File: src/rtl/qsv_pkg.sv
package qsv_pkg;
  localparam int QSV_LANES = 4;

  typedef struct packed {
    logic       bit_o;
    logic [3:0] dissent;
    logic       split;
  } vote_t;
endpackage

File: src/rtl/qsv_lane_fifo.sv
module qsv_lane_fifo #(
  parameter int WORD_W = 8,
  parameter int DEPTH  = 4
) (
  input  logic              clk,
  input  logic              rst_n,
  input  logic              push_valid,
  input  logic [WORD_W-1:0] push_data,
  output logic              push_ready,
  input  logic              pop,
  output logic [WORD_W-1:0] pop_data,
  output logic              nonempty,
  output logic              ovf
);
  localparam int AW = $clog2(DEPTH);
  localparam int CW = $clog2(DEPTH + 1);

  logic [WORD_W-1:0] mem [DEPTH];
  logic [AW-1:0]     wr_ptr, rd_ptr;
  logic [CW-1:0]     level;
  logic              wr, rd;

  function automatic logic [AW-1:0] ptr_next(input logic [AW-1:0] p);
    return (p == AW'(DEPTH - 1)) ? '0 : p + AW'(1);
  endfunction

  assign push_ready = (level != CW'(DEPTH));
  assign nonempty   = (level != '0);
  assign wr         = push_valid && push_ready;
  assign rd         = pop && nonempty;
  assign pop_data   = mem[rd_ptr];

  always_ff @(posedge clk) begin
    if (wr) mem[wr_ptr] <= push_data;
  end

  always_ff @(posedge clk) begin
    if (!rst_n) begin
      wr_ptr <= '0;
      rd_ptr <= '0;
      level  <= '0;
      ovf    <= 1'b0;
    end else begin
      if (wr) wr_ptr <= ptr_next(wr_ptr);
      if (rd) rd_ptr <= ptr_next(rd_ptr);
      level <= level + CW'(wr) - CW'(rd);
      if (push_valid && !push_ready) ovf <= 1'b1;
    end
  end


  pop_nonempty_chk: assert property (@(posedge clk) disable iff (!rst_n)
    pop |-> nonempty);


  ovf_sticky_chk: assert property (@(posedge clk) disable iff (!rst_n)
    ovf |=> ovf);
endmodule

File: src/rtl/qsv_vote4.sv
module qsv_vote4
  import qsv_pkg::*;
(
  input  logic [3:0] lane_bits,
  output vote_t      result
);
  logic [2:0] ones;

  always_comb begin
    ones = '0;
    for (int i = 0; i < 4; i++) ones = ones + {2'b00, lane_bits[i]};
    result.split = 1'b0;
    case (ones)
      3'd3, 3'd4: result.bit_o = 1'b1;
      3'd2: begin
        result.bit_o = lane_bits[0];
        result.split = 1'b1;
      end
      default: result.bit_o = 1'b0;
    endcase
    for (int i = 0; i < 4; i++)
      result.dissent[i] = ((ones == 3'd3) && !lane_bits[i]) ||
                          ((ones == 3'd1) && lane_bits[i]);
  end
endmodule

File: src/rtl/qsv_dissent_counter.sv
module qsv_dissent_counter #(
  parameter int CNT_W = 16
) (
  input  logic             clk,
  input  logic             rst_n,
  input  logic             inc,
  input  logic             clr,
  output logic [CNT_W-1:0] cnt
);
  always_ff @(posedge clk) begin
    if (!rst_n)                cnt <= '0;
    else if (clr)              cnt <= '0;
    else if (inc && cnt != '1) cnt <= cnt + CNT_W'(1);
  end


  clr_zero_chk: assert property (@(posedge clk) disable iff (!rst_n)
    clr |=> (cnt == '0));


  sat_hold_chk: assert property (@(posedge clk) disable iff (!rst_n)
    (cnt == '1 && !clr) |=> (cnt == '1));
endmodule

File: src/rtl/qmr_stream_voter.sv
module qmr_stream_voter
  import qsv_pkg::*;
#(
  parameter int WORD_W = 8,
  parameter int DEPTH  = 4,
  parameter int CNT_W  = 16
) (
  input  logic                        clk,
  input  logic                        rst_n,
  input  logic [QSV_LANES-1:0]        in_valid,
  input  logic [QSV_LANES*WORD_W-1:0] in_data,
  output logic [QSV_LANES-1:0]        in_ready,
  output logic [QSV_LANES-1:0]        ovf_flag,
  input  logic                        start,
  output logic                        not_ready,
  output logic                        out_valid,
  input  logic                        out_ready,
  output logic                        out_bit,
  output logic [QSV_LANES-1:0]        dissent,
  output logic                        uncorr,
  input  logic [QSV_LANES-1:0]        cnt_clr,
  output logic [QSV_LANES*CNT_W-1:0]  err_cnt
);
  localparam int BW = $clog2(WORD_W + 1);

  logic [WORD_W-1:0]    pop_data [QSV_LANES];
  logic [WORD_W-1:0]    sh       [QSV_LANES];
  logic [QSV_LANES-1:0] nonempty;
  logic [QSV_LANES-1:0] msb;
  logic                 active;
  logic [BW-1:0]        bits_left;
  logic                 all_ne, go, xfer;
  vote_t                v;

  assign all_ne = &nonempty;
  assign go     = start && !active && all_ne;
  assign xfer   = active && out_ready;

  for (genvar g = 0; g < QSV_LANES; g++) begin : g_lane
    qsv_lane_fifo #(.WORD_W(WORD_W), .DEPTH(DEPTH)) fifo_i (
      .clk        (clk),
      .rst_n      (rst_n),
      .push_valid (in_valid[g]),
      .push_data  (in_data[g*WORD_W +: WORD_W]),
      .push_ready (in_ready[g]),
      .pop        (go),
      .pop_data   (pop_data[g]),
      .nonempty   (nonempty[g]),
      .ovf        (ovf_flag[g])
    );

    always_ff @(posedge clk) begin
      if (!rst_n)    sh[g] <= '0;
      else if (go)   sh[g] <= pop_data[g];
      else if (xfer) sh[g] <= {sh[g][WORD_W-2:0], 1'b0};
    end

    assign msb[g] = sh[g][WORD_W-1];

    qsv_dissent_counter #(.CNT_W(CNT_W)) cnt_i (
      .clk   (clk),
      .rst_n (rst_n),
      .inc   (xfer && dissent[g]),
      .clr   (cnt_clr[g]),
      .cnt   (err_cnt[g*CNT_W +: CNT_W])
    );
  end

  qsv_vote4 vote_i (
    .lane_bits (msb),
    .result    (v)
  );

  always_ff @(posedge clk) begin
    if (!rst_n) begin
      active    <= 1'b0;
      bits_left <= '0;
      not_ready <= 1'b0;
    end else begin
      if (go) begin
        active    <= 1'b1;
        bits_left <= BW'(WORD_W);
        not_ready <= 1'b0;
      end else begin
        if (start && !active) not_ready <= 1'b1;
        if (xfer) begin
          bits_left <= bits_left - BW'(1);
          if (bits_left == BW'(1)) active <= 1'b0;
        end
      end
    end
  end

  assign out_valid = active;
  assign out_bit   = active ? v.bit_o : 1'b0;
  assign dissent   = active ? v.dissent : '0;
  assign uncorr    = active && v.split;


  start_launch_chk: assert property (@(posedge clk) disable iff (!rst_n)
    (start && !out_valid && all_ne) |=> out_valid);


  refuse_chk: assert property (@(posedge clk) disable iff (!rst_n)
    (start && !out_valid && !all_ne) |=> (!out_valid && not_ready));


  stall_hold_chk: assert property (@(posedge clk) disable iff (!rst_n)
    (out_valid && !out_ready) |=> (out_valid && $stable(out_bit)));


  split_no_dissent_chk: assert property (@(posedge clk) disable iff (!rst_n)
    uncorr |-> (dissent == '0));


  single_dissent_chk: assert property (@(posedge clk) disable iff (!rst_n)
    $onehot0(dissent));
endmodule

File: config.mk
export PLATFORM = sky130hd
export DESIGN_NAME = qmr_stream_voter
export DESIGN_NICKNAME = d
export VERILOG_FILES = /design/src/rtl/qsv_pkg.sv /design/src/rtl/qsv_lane_fifo.sv /design/src/rtl/qsv_vote4.sv /design/src/rtl/qsv_dissent_counter.sv /design/src/rtl/qmr_stream_voter.sv
export SDC_FILE = /design/constraint.sdc
export NUM_CORES = 1
export LEC_CHECK = 0
export BUFFER_PORTS_ARGS = -buffer_cell sky130_fd_sc_hd__buf_2
export CORE_ASPECT_RATIO = 0.9
export CORE_MARGIN = 3
export CORE_UTILIZATION = 59
export DETAILED_ROUTE_END_ITERATION = 7
export PLACE_DENSITY = 0.82
export SLEW_MARGIN = 30
export SYNTH_ARGS = -nofsm -noshare
export SYNTH_HDL_FRONTEND = slang
export SYNTH_SLANG_ARGS = --single-unit
File: constraint.sdc
create_clock -name clk -period 4 [get_ports clk]
set_clock_uncertainty 0.05 [all_clocks]
set_input_delay 0.2 -clock clk [delete_from_list [all_inputs] [get_ports clk]]
set_output_delay 0.2 -clock clk [all_outputs]
set_load 0.01 [all_outputs]
==> flow_metrics.env <==
export IMPL_use_met1=0.290
export IMPL_critPathRequiredTime_ns=4.37
export IMPL_cp_cell_sequence="ha_1 -> inv_1 -> fa_1 -> inv_1 -> ha_1 -> nor3b_2 -> o21ai_2 -> nor4_4 -> a31oi_1 -> a41o_1"
export IMPL_syn_area_sq_um=11700
export IMPL_cts_hold_buffers=41
export IMPL_cts_buffers=27
export IMPL_vdd_drop_max_v=0.000399
export IMPL_grt_pass1_wl_microns=36700
export IMPL_start_util=0.605
export IMPL_min_path_type="primary input to flip-flop"
export IMPL_nets=1131
export IMPL_period_needed_ns=3.24
export IMPL_startpoint="sh[0][7]"
export IMPL_slowest_delay_ns=0.57
export IMPL_reg2reg_depth=10
export IMPL_grt_max_degree=42
export IMPL_grt_pass1_vias=7320
export IMPL_crit_slowest_cell="nor4_4"
export IMPL_reg2reg_setup_slack_ns=0.76
export IMPL_clk_pin_slew_worst_paths_ns=0.06
export IMPL_r2r_start="sh[0][7]"
export IMPL_min_path_cells=2
export IMPL_postCtsSetupBuffers=0
export IMPL_clock_latency_ns=0.53
export IMPL_grt_overflow=0
export IMPL_wirelength_microns=22400
export IMPL_final_hold_viol_count=0
export IMPL_routedWlPerCell_microns=17.0
export IMPL_routed_via_density=5.68
export IMPL_synth_ff_type="edfxtp_1"
export IMPL_drv_slew=0
export IMPL_pin_count=124
export IMPL_cp_max_fo=12
export IMPL_synthCells=897
export IMPL_clock_root_buffer="clkbuf_16"
export IMPL_track_usage=0.207
export IMPL_syn_avg_cell_area_sq_um=13.0
export IMPL_hpwl_microns=14800
export IMPL_ant_nets=0
export IMPL_clock_sink_count=270
export IMPL_synthArstFlopShare=0
export IMPL_dieArea_sq_um=21500
export IMPL_worstSetupPathType="flip-flop to flip-flop"
export IMPL_drc_errors=0
export IMPL_drtIter0Drc=389
export IMPL_ys_types=56
export IMPL_maxCapViolations=0
export IMPL_met2_usage=0.341
export IMPL_fmax_mhz=309
export IMPL_p_per_area_nw_per_um2=494
export IMPL_yosysTopAreaCellShare=0.412
export IMPL_end_kind="flip-flop"
export IMPL_row_count=48
export IMPL_hp_start="rst_n"
export IMPL_yosys_area_top_type="edfxtp_1"
export IMPL_area_growth_pct=17.9
export IMPL_drt_first_pass_iters=5
export IMPL_fin_area_sq_um=13800
export IMPL_synth_most_common_cell="edfxtp_1"
export IMPL_setup_violations=0
export IMPL_synth_edff_count=160
export IMPL_status="finished, final reports clean"
export IMPL_placed_area_sq_um=12400
export IMPL_grt_antenna_before_repair=0
export IMPL_layout_drive_gt1_share=0.218
export IMPL_power_leakage_nw=5.12
export IMPL_synth_fp_nets=979
export IMPL_setup_tns_final_ns=0
export IMPL_r2r_end="g_lane[3].cnt_i.cnt[13]"
export IMPL_crit_arrival_ns=3.60
export IMPL_fp_coreArea_sq_um=19300
export IMPL_synth_common_cells="edfxtp_1 (160), dfxtp_1 (110), nor2_1 (110)"
export IMPL_grt_busiest_layer="met2"
export IMPL_slew_headroom=0.489
export IMPL_via_count=7500
export IMPL_cp_start_kind="flip-flop"
export IMPL_tightest_slew_ns=0.760
export IMPL_grt_util_met3=0.0379
export IMPL_die_y_microns=139
export IMPL_synth_area_top_cells="edfxtp_1 (41%), dfxtp_1 (19%), mux4_2 (6.2%), xnor2_1 (4.3%), ha_1 (3.5%)"
export IMPL_portBuffers=123
export IMPL_die_w_microns=154
export IMPL_rsz0062_at_grt="false"
export IMPL_seq_area_frac_synth=0.600
export IMPL_holdPathEnd="g_lane[1].fifo_i.level[0]"
export IMPL_gp_congestion=0.803
export IMPL_clk_path_buf_depth=3
export IMPL_yosysWarningCount=0
export IMPL_cts_tree="done"
export IMPL_cts_htree_levels=1
export IMPL_ys_seq_elements=270
export IMPL_diodes=0
export IMPL_period_share=0.809
export IMPL_post_cts_resize_count=0
==> where the power goes <==
group	internal [W]	total [W]	leakage, nW	switching, W
Sequential	0.00321	0.00336	2.39	0.000152
Combinational	0.000375	0.000824	2.28	0.000449
Clock	0.00158	0.00261	0.449	0.00103
Total	0.00516	0.00680	5.12	0.00163
==> critical path: cells and delay by family (launching register included) <==
kind / cells / cell delay [ns]
AOI/OAI and AO/OA: 3 / 0.60
adders and majority gates: 3 / 1.03
buffers and inverters: 2 / 0.13
DFF: 1 / 0.46
and+or+nand+nor: 2 / 0.85
==> worst max path at each step <==
stage / cells after the start / endpoint / slack (ns)
after floorplan: 11 / g_lane[0].cnt_i.cnt[15] / 1.19
after global placement: 10 / g_lane[3].cnt_i.cnt[15] / 0.88
after detailed placement: 10 / g_lane[3].cnt_i.cnt[13] / 0.79
after CTS: 10 / g_lane[3].cnt_i.cnt[13] / 0.75
after global routing: 10 / g_lane[3].cnt_i.cnt[13] / 0.52
final: 10 / g_lane[3].cnt_i.cnt[13] / 0.76
==> registers in the layout (all words and copies together) (netlist names), named ones only <==
register / cells
g_lane.fifo_i.rd_ptr: 8
out_valid: 1
sh: 32
bits_left: 4
g_lane.fifo_i.level: 12
g_lane.cnt_i.cnt: 64
not_ready: 1
g_lane.fifo_i.wr_ptr: 8
g_lane.fifo_i.ovf: 4
g_lane.fifo_i.mem: 128
==> final cells by class <==
type	count	area, sq um
multi-input cells	552	4340
flip-flops and latches	270	7010
clock inverters	18	214
well taps	250	313
fillers	1318	5520
inverters	28	105
repair buffers	170	1070
clock buffers	32	704
==> cell families after synthesis <==
logic type / Yosys count / synth area share
DFF: 270 / 0.600
AOI/OAI and AO/OA: 87 / 0.0554
adders and majority gates: 38 / 0.0439
buffers and inverters: 75 / 0.0298
xor gates and xnor gates: 61 / 0.0458
and+or+nand+nor: 318 / 0.149
muxes: 48 / 0.0755
==> metal layers <==
layer | routed length, microns | share of wire
met3 | 1160 | 0.052
met2 | 10800 | 0.48
met5 | 0 | 0
met4 | 422 | 0.019
met1 | 9990 | 0.45
==> layout by cell type (no fill, tap or decap), types with 6 or more instances in the layout <==
| cell type | n |
|---|---|
| a22o_1 | 28 |
| nor3b_2 | 8 |
| o21ai_0 | 8 |
| dfxtp_1 | 110 |
| mux2i_1 | 16 |
| nor4_2 | 6 |
| clkinv_1 | 6 |
| clkbuf_16 | 27 |
| xnor2_1 | 57 |
| nor4_1 | 13 |
| nor3_1 | 21 |
| edfxtp_1 | 160 |
| nand2_1 | 37 |
| a31oi_1 | 9 |
| nand2b_1 | 7 |
| or3_1 | 6 |
| nor2_1 | 109 |
| nor3b_1 | 8 |
| ha_1 | 33 |
| nand3_1 | 28 |
| and3_1 | 22 |
| nand4_1 | 16 |
| and2_1 | 14 |
| buf_4 | 6 |
| a21oi_1 | 21 |
| dlygate4sd3_1 | 41 |
| inv_1 | 28 |
| mux4_2 | 32 |
| buf_2 | 123 |
==> per-stage QoR <==
| stage | std cells | power (W) | setup slack (ns) | utilization | hold WS [ns] |
|---|---|---|---|---|---|
| final | 1320 | 0.00680 | 0.763 | 0.714 | 0.0656 |
| after global routing | 1320 | 0.00710 | 0.520 | 0.714 | 0.0549 |
| after CTS | 1320 | 0.00686 | 0.754 | 0.713 | 0.0374 |
| after detailed placement | 1229 | 0.00421 | 0.792 | 0.644 | 0.370 |
| after global placement | 1229 | 0.00417 | 0.876 | 0.644 | 0.363 |
| after floorplan | 897 | 0.00401 | 1.19 | - | 0.249 |
No activity file was read; power rests on OpenSTA's default activity.
